## src/rtl/ecc_mon_pkg.sv

```systemverilog
// Package: shared register offsets and control bit positions for the
// correctable-error monitor. Assumes a 32-bit register data path.
package ecc_mon_pkg;
    localparam int DATA_W = 32;

    typedef enum logic [1:0] {
        REG_CTRL = 2'd0,
        REG_THR  = 2'd1,
        REG_CNT  = 2'd2,
        REG_ADDR = 2'd3
    } mon_reg_e;

    localparam int CTRL_EN_BIT   = 0;
    localparam int CTRL_IE_BIT   = 1;
    localparam int CTRL_CLR_BIT  = 2;
    localparam int CTRL_PEND_BIT = 3;
endpackage

```

## src/rtl/ecc_mon_regs.sv

```systemverilog
// Register file: holds the count enable, the interrupt enable and the
// threshold. Decodes the write-one clear pulse and muxes the read word.
// Assumes CNT_W and ADDR_W are at most 32.
module ecc_mon_regs
    import ecc_mon_pkg::*;
#(
    parameter int CNT_W  = 16,
    parameter int ADDR_W = 20
) (
    input  logic              clk,
    input  logic              rst_n,
    input  logic              we_i,
    input  logic [1:0]        addr_i,
    input  logic [DATA_W-1:0] wdata_i,
    input  logic [CNT_W-1:0]  cnt_i,
    input  logic              pend_i,
    input  logic [ADDR_W-1:0] log_addr_i,
    output logic              cnt_en_o,
    output logic              irq_en_o,
    output logic [CNT_W-1:0]  thr_o,
    output logic              clr_o,
    output logic [DATA_W-1:0] rdata_o
);
    logic ctrl_wr, thr_wr;
    logic unused_wdata;

    assign ctrl_wr      = we_i && (addr_i == REG_CTRL);
    assign thr_wr       = we_i && (addr_i == REG_THR);
    assign clr_o        = ctrl_wr && wdata_i[CTRL_CLR_BIT];
    assign unused_wdata = ^wdata_i;

    // Control bits: updated as a whole by any CTRL write.
    always_ff @(posedge clk) begin
        if (!rst_n) begin
            cnt_en_o <= 1'b0;
            irq_en_o <= 1'b0;
        end else if (ctrl_wr) begin
            cnt_en_o <= wdata_i[CTRL_EN_BIT];
            irq_en_o <= wdata_i[CTRL_IE_BIT];
        end
    end

    // Threshold register: keeps the low CNT_W bits of a THRESH write.
    always_ff @(posedge clk) begin
        if (!rst_n)      thr_o <= '0;
        else if (thr_wr) thr_o <= wdata_i[CNT_W-1:0];
    end

    // Read mux: zero-extends each field to the data width.
    always_comb begin
        rdata_o = '0;
        case (addr_i)
            REG_CTRL: begin
                rdata_o[CTRL_EN_BIT]   = cnt_en_o;
                rdata_o[CTRL_IE_BIT]   = irq_en_o;
                rdata_o[CTRL_PEND_BIT] = pend_i;
            end
            REG_THR:  rdata_o = DATA_W'(thr_o);
            REG_CNT:  rdata_o = DATA_W'(cnt_i);
            default:  rdata_o = DATA_W'(log_addr_i);
        endcase
    end
endmodule

```

## src/rtl/ecc_mon_counter.sv

```systemverilog
// Saturating event counter: counts enabled strobes. It flags the edge at
// which the count steps onto a nonzero threshold. Assumes clear overrides
// the increment.
module ecc_mon_counter #(
    parameter int CNT_W = 16
) (
    input  logic             clk,
    input  logic             rst_n,
    input  logic             inc_i,
    input  logic             clr_i,
    input  logic [CNT_W-1:0] thr_i,
    output logic [CNT_W-1:0] cnt_o,
    output logic             hit_o
);
    localparam logic [CNT_W-1:0] CNT_MAX = {CNT_W{1'b1}};

    logic             at_max;
    logic [CNT_W-1:0] cnt_nxt;

    assign at_max  = (cnt_o == CNT_MAX);
    assign cnt_nxt = cnt_o + CNT_W'(1);
    assign hit_o   = inc_i && !at_max && (cnt_nxt == thr_i) && (thr_i != '0);

    // Count register: clear first, then a non-wrapping increment.
    always_ff @(posedge clk) begin
        if (!rst_n)                 cnt_o <= '0;
        else if (clr_i)             cnt_o <= '0;
        else if (inc_i && !at_max)  cnt_o <= cnt_nxt;
    end
endmodule

```

## src/rtl/ecc_mon_capture.sv

```systemverilog
// Threshold capture: sets the pending flag on the first hit and stores
// the address presented with it. Holds both until clear.
module ecc_mon_capture #(
    parameter int ADDR_W = 20
) (
    input  logic              clk,
    input  logic              rst_n,
    input  logic              hit_i,
    input  logic              clr_i,
    input  logic [ADDR_W-1:0] addr_i,
    output logic              pend_o,
    output logic [ADDR_W-1:0] log_addr_o
);
    // Pending flag and address log: armed only while the flag is clear.
    always_ff @(posedge clk) begin
        if (!rst_n) begin
            pend_o     <= 1'b0;
            log_addr_o <= '0;
        end else if (clr_i) begin
            pend_o     <= 1'b0;
        end else if (hit_i && !pend_o) begin
            pend_o     <= 1'b1;
            log_addr_o <= addr_i;
        end
    end
endmodule

```

## src/rtl/ecc_corr_mon.sv

```systemverilog
// Top: counts corrected-error strobes against a programmable threshold.
// It raises a maskable interrupt and logs the address of the crossing
// error. Assumes each strobe lasts one cycle.
module ecc_corr_mon
    import ecc_mon_pkg::*;
#(
    parameter int CNT_W  = 16,
    parameter int ADDR_W = 20
) (
    input  logic              clk,
    input  logic              rst_n,
    input  logic              err_strobe_i,
    input  logic [ADDR_W-1:0] err_addr_i,
    input  logic              reg_we_i,
    input  logic [1:0]        reg_addr_i,
    input  logic [DATA_W-1:0] reg_wdata_i,
    output logic [DATA_W-1:0] reg_rdata_o,
    output logic              irq_o
);
    logic              cnt_en, irq_en, clr_pulse, hit, pend_q;
    logic [CNT_W-1:0]  thr_q, cnt_q;
    logic [ADDR_W-1:0] log_addr_q;

    ecc_mon_regs #(.CNT_W(CNT_W), .ADDR_W(ADDR_W)) regs_i (
        .clk(clk), .rst_n(rst_n), .we_i(reg_we_i), .addr_i(reg_addr_i),
        .wdata_i(reg_wdata_i), .cnt_i(cnt_q), .pend_i(pend_q),
        .log_addr_i(log_addr_q), .cnt_en_o(cnt_en), .irq_en_o(irq_en),
        .thr_o(thr_q), .clr_o(clr_pulse), .rdata_o(reg_rdata_o)
    );

    ecc_mon_counter #(.CNT_W(CNT_W)) cnt_i (
        .clk(clk), .rst_n(rst_n), .inc_i(err_strobe_i && cnt_en),
        .clr_i(clr_pulse), .thr_i(thr_q), .cnt_o(cnt_q), .hit_o(hit)
    );

    ecc_mon_capture #(.ADDR_W(ADDR_W)) cap_i (
        .clk(clk), .rst_n(rst_n), .hit_i(hit), .clr_i(clr_pulse),
        .addr_i(err_addr_i), .pend_o(pend_q), .log_addr_o(log_addr_q)
    );

    assign irq_o = pend_q && irq_en;
endmodule

```

## config.mk

```make
export PLATFORM = sky130hd
export DESIGN_NAME = ecc_corr_mon
export DESIGN_NICKNAME = d
export VERILOG_FILES = /design/src/rtl/ecc_mon_pkg.sv /design/src/rtl/ecc_mon_regs.sv /design/src/rtl/ecc_mon_counter.sv /design/src/rtl/ecc_mon_capture.sv /design/src/rtl/ecc_corr_mon.sv
export SDC_FILE = /design/constraint.sdc
export NUM_CORES = 1
export LEC_CHECK = 0
export BUFFER_PORTS_ARGS = -buffer_cell sky130_fd_sc_hd__buf_2
export CAP_MARGIN = 15
export CORE_ASPECT_RATIO = 0.5
export CORE_MARGIN = 2
export CORE_UTILIZATION = 24
export DETAILED_ROUTE_END_ITERATION = 8
export PLACE_DENSITY = 0.48
export SYNTH_ARGS = -nofsm -noshare
export SYNTH_HDL_FRONTEND = slang
export SYNTH_SLANG_ARGS = --single-unit
```

## constraint.sdc

```tcl
create_clock -name clk -period 5.67 [get_ports clk]
set_clock_uncertainty 0.05 [all_clocks]
set_input_delay 0.567 -clock clk [delete_from_list [all_inputs] [get_ports clk]]
set_output_delay 0.567 -clock clk [all_outputs]
set_load 0.1 [all_outputs]
```

==> summary.txt, run 1 <==
Route
  • Drt wl/cell: 14.7 µm
  • Routed WL: 8990 µm
  • DR vias/cell: 4.62
  • Vias post-DR: 2,834
  • Remaining DRCs: 0
  • Pre-antenna DRT Iters: 4
  • Iteration-0 DRC count of the detailed router: 168
  • Antenna Nets Post-Route: 0

Synthesis
  • Synth area leader: dfxtp_1
  • Synth Register Bits: 55
  • Synth top area share: 0.332
  • Compound-Gate Fraction of Synth Area: 0.131
  • Mapped Cells: 396
  • Mapped Avg Cell Area: 8.37 µm²
  • Synth Area in Adders: 0.00378
  • Largest family of logic cells by synthesized area: simple AND/OR/NAND/NOR gates
  • Xor-xnor portion of the synthesized cell area: 0.0687
  • Seq/Total Area, Yosys: 0.332
  • Top cells by area, synth: dfxtp_1 (33%), nand2_1 (10%), mux2i_1 (7.3%), xnor2_1 (4.2%), mux2_2 (3.7%)
  • Cell variety after synth: 51
  • Cell Area, Synth: roughly 3300 µm²
  • Post-synthesis simple-gate area fraction: 0.257
  • Post-synthesis mux area share: 0.130
  • Ys flop type: dfxtp_1
  • Synth warn: 0
  • EDFF count, synth: 0
  • Ys async rst share: 0

Layout
  • P&R area growth vs syn: 14.8%
  • Fraction of layout cells with a size suffix above 1: 0.215
  • Commonest non-fill, non-tap cell in the layout: nand2_1
  • Nets@finish: between 400 and 500
  • Most frequent cells in the layout: nand2_1 (89), buf_2 (62), dfxtp_1 (55)
  • ANT cells: 0

Worst setup path
  • Critical path capture point type: output pin
  • WS Path Type: input port to output pin
  • Critical-path maximum fanout: 24
  • Worst Setup Start Kind: input port
  • Worst Path Required: 5.05 ns
  • WP data arrival: 2.66 ns

Run
  • Max-cap violations: 0

Global routing
  • Vias in the first global route: 2,729
  • Gr ovfl total: 0
  • Initial antenna violation count: 0
  • Pin count of the biggest net entering global routing: 60
  • First-pass GRT wire length: around 15,000 µm
  • Global-route usage over all layers: 0.127

Clock network
  • CTS Buffer Depth: 2
  • Cts bufs inserted: 5
  • Clock H-tree levels: 2
  • Cts hold-fix bufs: 0
  • Clock Sinks: 55
  • Clock transition at path regs: approximately 0.07 ns
  • Clock Root Buffer: clkbuf_16
  • Post-CTS Setup Inserts: 0
  • CTS tree: done
  • CTS-repair resized insts: 0
  • Clk Latency, worst-skew pair: just under 0.3 ns

Outcome
  • Status: complete, no violations

Power and ir drop
  • Lkg Pwr: 1.46 nW
  • Pwr dens: roughly 210 nW/µm²
  • Worst VDD drop: 0.110 mV
  • Final Power: 0.000815 W

Floorplanning
  • Row count: 30
  • Die ar.: roughly 15,000 µm²
  • Die H: 87.1 µm
  • I/O pin cnt: 91
  • Core Area: 13,500 µm²
  • Chip width: 170 µm
  • Initial Util: 0.245

STA
  • Tightest Pin Transition: 1.09 ns
  • F_max: 305 MHz
  • Final setup vio count: 0
  • Final setup TNS: 0 ns
  • RSZ-0062 raised after global routing: false
  • Slew Limit Fails: 0
  • Max-slew headroom: 0.271
  • Final Critical Period: 3.28 ns
  • Period utilisation layout: 0.579
  • Final Hold Fails: 0

Placement
  • GPL Wtd Cong: 0.819
  • HPWL after DPL: 6600 µm
  • I/O Buffers: 62

Min path
  • HP Class: flop to flop
power by group:
group | switching (W) | total [W] | leakage (nW) | internal [W]
clock | 0.000143 | 0.000305 | 0.0696 | 0.000162
combinational | 0.0000844 | 0.000114 | 0.943 | 0.0000293
sequential | 0.00000606 | 0.000396 | 0.444 | 0.000390
total | 0.000233 | 0.000815 | 1.46 | 0.000581
path summary, 6_finish.rpt:
check | start | end | slack, ns | depth (start not counted)
hold reg to reg | cap_i.log_addr_o[17] | cap_i.log_addr_o[17] | 0.41 | 2
setup reg to reg | cnt_i.cnt_o[0] | cap_i.log_addr_o[4] | 2.67 | 8
setup / recovery | reg_addr_i[0] | reg_rdata_o[15] | 2.39 | 4
hold / removal | cap_i.log_addr_o[17] | cap_i.log_addr_o[17] | 0.41 | 2
sequential cells by signal (all words and copies together) (netlist names):
register,flops
cap_i.log_addr_o,20
cnt_i.cnt_o,16
regs_i.thr_o,16
cap_i.pend_o,1
regs_i.cnt_en_o,1
regs_i.irq_en_o,1
cells in the mapped netlist (all sizes together), types with 4 or more instances:
cell,count
a21boi,16
a21oi,7
a22o,13
and3,8
buf,23
clkbuf,18
dfxtp,55
inv,4
mux2,11
mux2i,24
nand2,89
nand3,11
nand4,5
nor2,14
nor2b,4
nor3,6
nor4,8
o21ai,8
or3,10
xnor2,16
xor2,10
area by class of cell:
class / instances / area [µm²]
fill: 1480 / 9710
multi-input combinational: 307 / 2000
sequential: 55 / 1100
timing repair buffer: 64 / 325
tap: 176 / 220
clock buffer: 5 / 125
inverter: 4 / 15.0
clock inverter: 2 / 13.8
per-layer routing:
metal / wire length, µm / up-vias / track usage
li1: - / 1433 / -
met1: 4710 / 1346 / 0.188
met2: 3900 / 50 / 0.193
met3: 317 / 5 / 0.0182
met4: 68 / 0 / 0.0303
met5: 0 / - / 0
cells by family after synthesis:
group,after synthesis
AO/OA/AOI/OAI,58
XOR/XNOR,26
adder cells (fa/ha/maj),1
buffers and inverters,45
flip-flops,55
multiplexers,38
other,1
AND/OR/NAND/NOR,172
critical path: stages:
cell and delay, ns:
buf_2 0.44, nor2b_1 0.93, a22o_1 0.28, buf_2 0.42
per-stage QoR:
stage	setup WS [ns]	hold slack [ns]	cells	utilization	cell area, µm²
finish	2.39	0.406	613	0.281	3800
floorplan	3.11	0.380	407	-	3350
CTS	2.37	0.408	613	0.281	3800
global placement	2.33	0.388	606	0.271	3660
global route	2.21	0.430	613	0.281	3800
detailed placement	2.37	0.399	606	0.271	3660
Power figures use the tool's default switching activity.
==> inputs of run 2 (changes only) <==
--- a/config.mk
+++ b/config.mk
@@ -11,7 +11,7 @@
 export CORE_MARGIN = 2
 export CORE_UTILIZATION = 24
 export DETAILED_ROUTE_END_ITERATION = 8
-export PLACE_DENSITY = 0.48
+export PLACE_DENSITY = 0.49
 export SYNTH_ARGS = -nofsm -noshare
 export SYNTH_HDL_FRONTEND = slang
 export SYNTH_SLANG_ARGS = --single-unit
==> constraint.sdc (replaced) <==
create_clock -name clk -period 2.9 [get_ports clk]
set_clock_uncertainty 0.05 [all_clocks]
set_input_delay 0.29 -clock clk [delete_from_list [all_inputs] [get_ports clk]]
set_output_delay 0.29 -clock clk [all_outputs]
set_load 0.1 [all_outputs]
==> run 2 against run 1 <==
Against the previous run:
- count of clock-buffer cells in the layout grew 1
- global-route usage grew 0.13 points
- sequential power grew 96%
- largest cell class unchanged
- critical path depth grew 3
- sequential share of layout area shrank 0.70 points
- clock power grew 110%
==> summary.txt, run 2 (same netlist as run 1, synthesis figures left out) <==
Outcome
  • Status: complete, no violations (unchanged)

Global routing
  • Routing usage on met3: 0.0191 (was 0.0182)
  • Pin count of the biggest net entering global routing: 51 (was 60)
  • GR Util met1: 0.193 (was 0.188)
  • First-pass GRT wire length: 14,700 µm (about the same)
  • Initial antenna violation count: 0 (unchanged)
  • Global-route usage over all layers: 0.128 (was 0.127)
  • Top Usage Layer GRT: met2 (unchanged)
  • Gr ovfl total: 0 (unchanged)
  • Met2 GRT Util: 0.194 (was 0.193)
  • Vias in the first global route: 2,708 (was 2,729)

Clock network
  • Clock transition at path regs: 0.08 ns (was 0.07 ns)
  • Clock Sinks: 55 (unchanged)
  • Clock Root Buffer: clkbuf_16 (unchanged)
  • Cts bufs inserted: 5 (unchanged)
  • Clock H-tree levels: 2 (unchanged)
  • Clk Latency, worst-skew pair: 0.30 ns (was 0.29 ns)
  • CTS Buffer Depth: 2 (unchanged)
  • Post-CTS Setup Inserts: 0 (unchanged)
  • CTS tree: done (unchanged)

Route
  • Vias post-DR: 2,890 (was 2,834)
  • Routed WL: 9210 µm (was 8990 µm)
  • Antenna Nets Post-Route: 0 (unchanged)
  • Remaining DRCs: 0 (unchanged)
  • Drt wl/cell: 14.8 µm (was 14.7 µm)
  • DR vias/cell: 4.65 (was 4.62)
  • Iteration-0 DRC count of the detailed router: 202 (was 168)
  • Pre-antenna DRT Iters: 4 (unchanged)

Worst setup path
  • WP data arrival: 2.88 ns (was 2.66 ns)
  • FF-to-FF Start: cnt_i.cnt_o[2] (was cnt_i.cnt_o[0])
  • Crit path largest cell delay: 0.58 ns (was 0.93 ns)
  • Max stage delay cell, worst path: dfxtp_1 (was nor2b_1)
  • Critical-path maximum fanout: 20 (was 24)
  • Worst Path Required: 3.07 ns (was 5.05 ns)
  • Critical path capture point type: flop (was output pin)
  • R2R setup slack: 0.20 ns (was 2.67 ns)
  • R2R cell count: 7 (was 8)
  • RR Endpoint: cap_i.log_addr_o[14] (was cap_i.log_addr_o[4])
  • Worst Setup Start Kind: flop (was input port)
  • CP Cell Sequence: nand4_1 > or3_1 > o311ai_1 > o22ai_1 > nor4_4 > buf_12 > mux2i_1 (was buf_2 > nor2b_1 > a22o_1 > buf_2)
  • WS Path Type: flop to flop (was input port to output pin)

Floorplanning
  • I/O pin cnt: 91 (unchanged)
  • Chip width: 170 µm (unchanged)
  • Initial Util: 0.245 (unchanged)
  • Die ar.: 14,800 µm² (unchanged)
  • Row count: 30 (unchanged)
  • Die H: 87.1 µm (unchanged)
  • Core Area: 13,500 µm² (unchanged)

Layout
  • Largest register FFs: 20 (unchanged)
  • P&R area growth vs syn: 17.6% (was 14.8%)
  • Regs by FF count: cap_i.log_addr_o x20, cnt_i.cnt_o x16, regs_i.thr_o x16 (unchanged)
  • ANT cells: 0 (unchanged)
  • Biggest register: cap_i.log_addr_o (unchanged)
  • Commonest non-fill, non-tap cell in the layout: nand2_1 (unchanged)
  • Fraction of layout cells with a size suffix above 1: 0.231 (was 0.215)
  • Nets@finish: 503 (was 496)
  • Most frequent cells in the layout: nand2_1 (89), buf_2 (62), dfxtp_1 (55) (unchanged)

STA
  • Slew Limit Fails: 0 (unchanged)
  • Final Critical Period: 2.70 ns
  • Max-slew headroom: 0.572 (was 0.271)
  • Min Hold Slack: 0.177 ns (was 0.406 ns)
  • Final setup TNS: 0 ns (unchanged)
  • Period utilisation layout: 0.932
  • Tightest Pin Transition: 0.640 ns (was 1.09 ns)
  • F_max: 370 MHz
  • Final setup vio count: 0 (unchanged)
  • Final Hold Fails: 0 (unchanged)
  • RSZ-0062 raised after global routing: false (unchanged)

Min path
  • Hold Path Sink: cap_i.log_addr_o[18] (was cap_i.log_addr_o[17])
  • Hold depth: 3 (was 2)
  • Worst Min Path Start: err_addr_i[18] (was cap_i.log_addr_o[17])
  • HP Class: input port to flop (was flop to flop)

Placement
  • I/O Buffers: 62 (unchanged)
  • GPL Wtd Cong: 0.795 (was 0.819)
  • HPWL after DPL: 6760 µm (was 6600 µm)

Power and ir drop
  • Lkg Pwr: 1.49 nW (was 1.46 nW)
  • Worst VDD drop: 0.225 mV (was 0.110 mV)
  • Final Power: 0.00165 W (was 0.000815 W)
  • Pwr dens: 424 nW/µm² (was 214 nW/µm²)

Run
  • Max-cap violations: 0 (unchanged)
[run 2: cell count changes in the layout (fill, tap and decap cells not counted)]
cell        delta
buf_12         +1
clkinvlp_4     +1
ha_4           +1
ha_1           -1
buf_4          +6
clkbuf_8       +1
clkinv_2       -1
[run 2: repair_timing]
item | 4_1_cts | 5_1_grt
resized for setup | 0 | 2
endpoints found under the hold margin | 0 | 0
endpoints found under the setup margin | 0 | 20
hold buffers | 0 | 0
[run 2: power by group]
part	total [W]	switching [W]	internal, W
clock network	0.000651	0.000304	0.000347
registers	0.000775	0.0000116	0.000763
logic	0.000227	0.000166	0.0000612
[run 2: critical path, delay by kind of cell, from the launching register on]
kind                   cells  cell delay [ns]
muxes                      1             0.22
DFF                        1             0.58
buffers and inverters      1             0.23
and+or+nand+nor            3             0.99
AOI/OAI and AO/OA          2             0.54
[run 2: per-stage QoR]
stage          worst slack [ns]   util  cells  cell area (µm²)
2_1_floorplan             0.484      -    407             3350
3_3_place_gp              0.220  0.276    613             3730
3_5_place_dp              0.138  0.276    613             3730
4_1_cts                   0.115  0.287    621             3880
5_1_grt                  0.0539  0.288    621             3900
6_report                  0.197  0.288    621             3900
[run 2: worst max path at each step]
stage,start,slack (ns),cells past startpoint,to
after floorplan,cnt_i.cnt_o[0],0.48,8,cap_i.log_addr_o[0]
after global placement,cnt_i.cnt_o[1],0.22,8,cap_i.log_addr_o[16]
after detailed placement,cnt_i.cnt_o[1],0.14,8,cap_i.log_addr_o[14]
after CTS,cnt_i.cnt_o[1],0.11,8,cap_i.log_addr_o[14]
after global routing,cnt_i.cnt_o[2],0.05,7,cap_i.log_addr_o[9]
final,cnt_i.cnt_o[2],0.20,7,cap_i.log_addr_o[14]
[run 2: layout make-up]
type	instances	area, µm²
well taps	176	220
clock buffers	6	139
inverters	4	15.0
clock inverters	2	16.3
flip-flops and latches	55	1100
fillers	1499	9620
repair buffers	71	390
multi-input cells	307	2010
[run 2: metal layers]
metal,up-vias,share of wire
li1,1444,-
met5,-,0
met4,0,0.0066
met1,1391,0.53
met3,5,0.032
met2,50,0.43
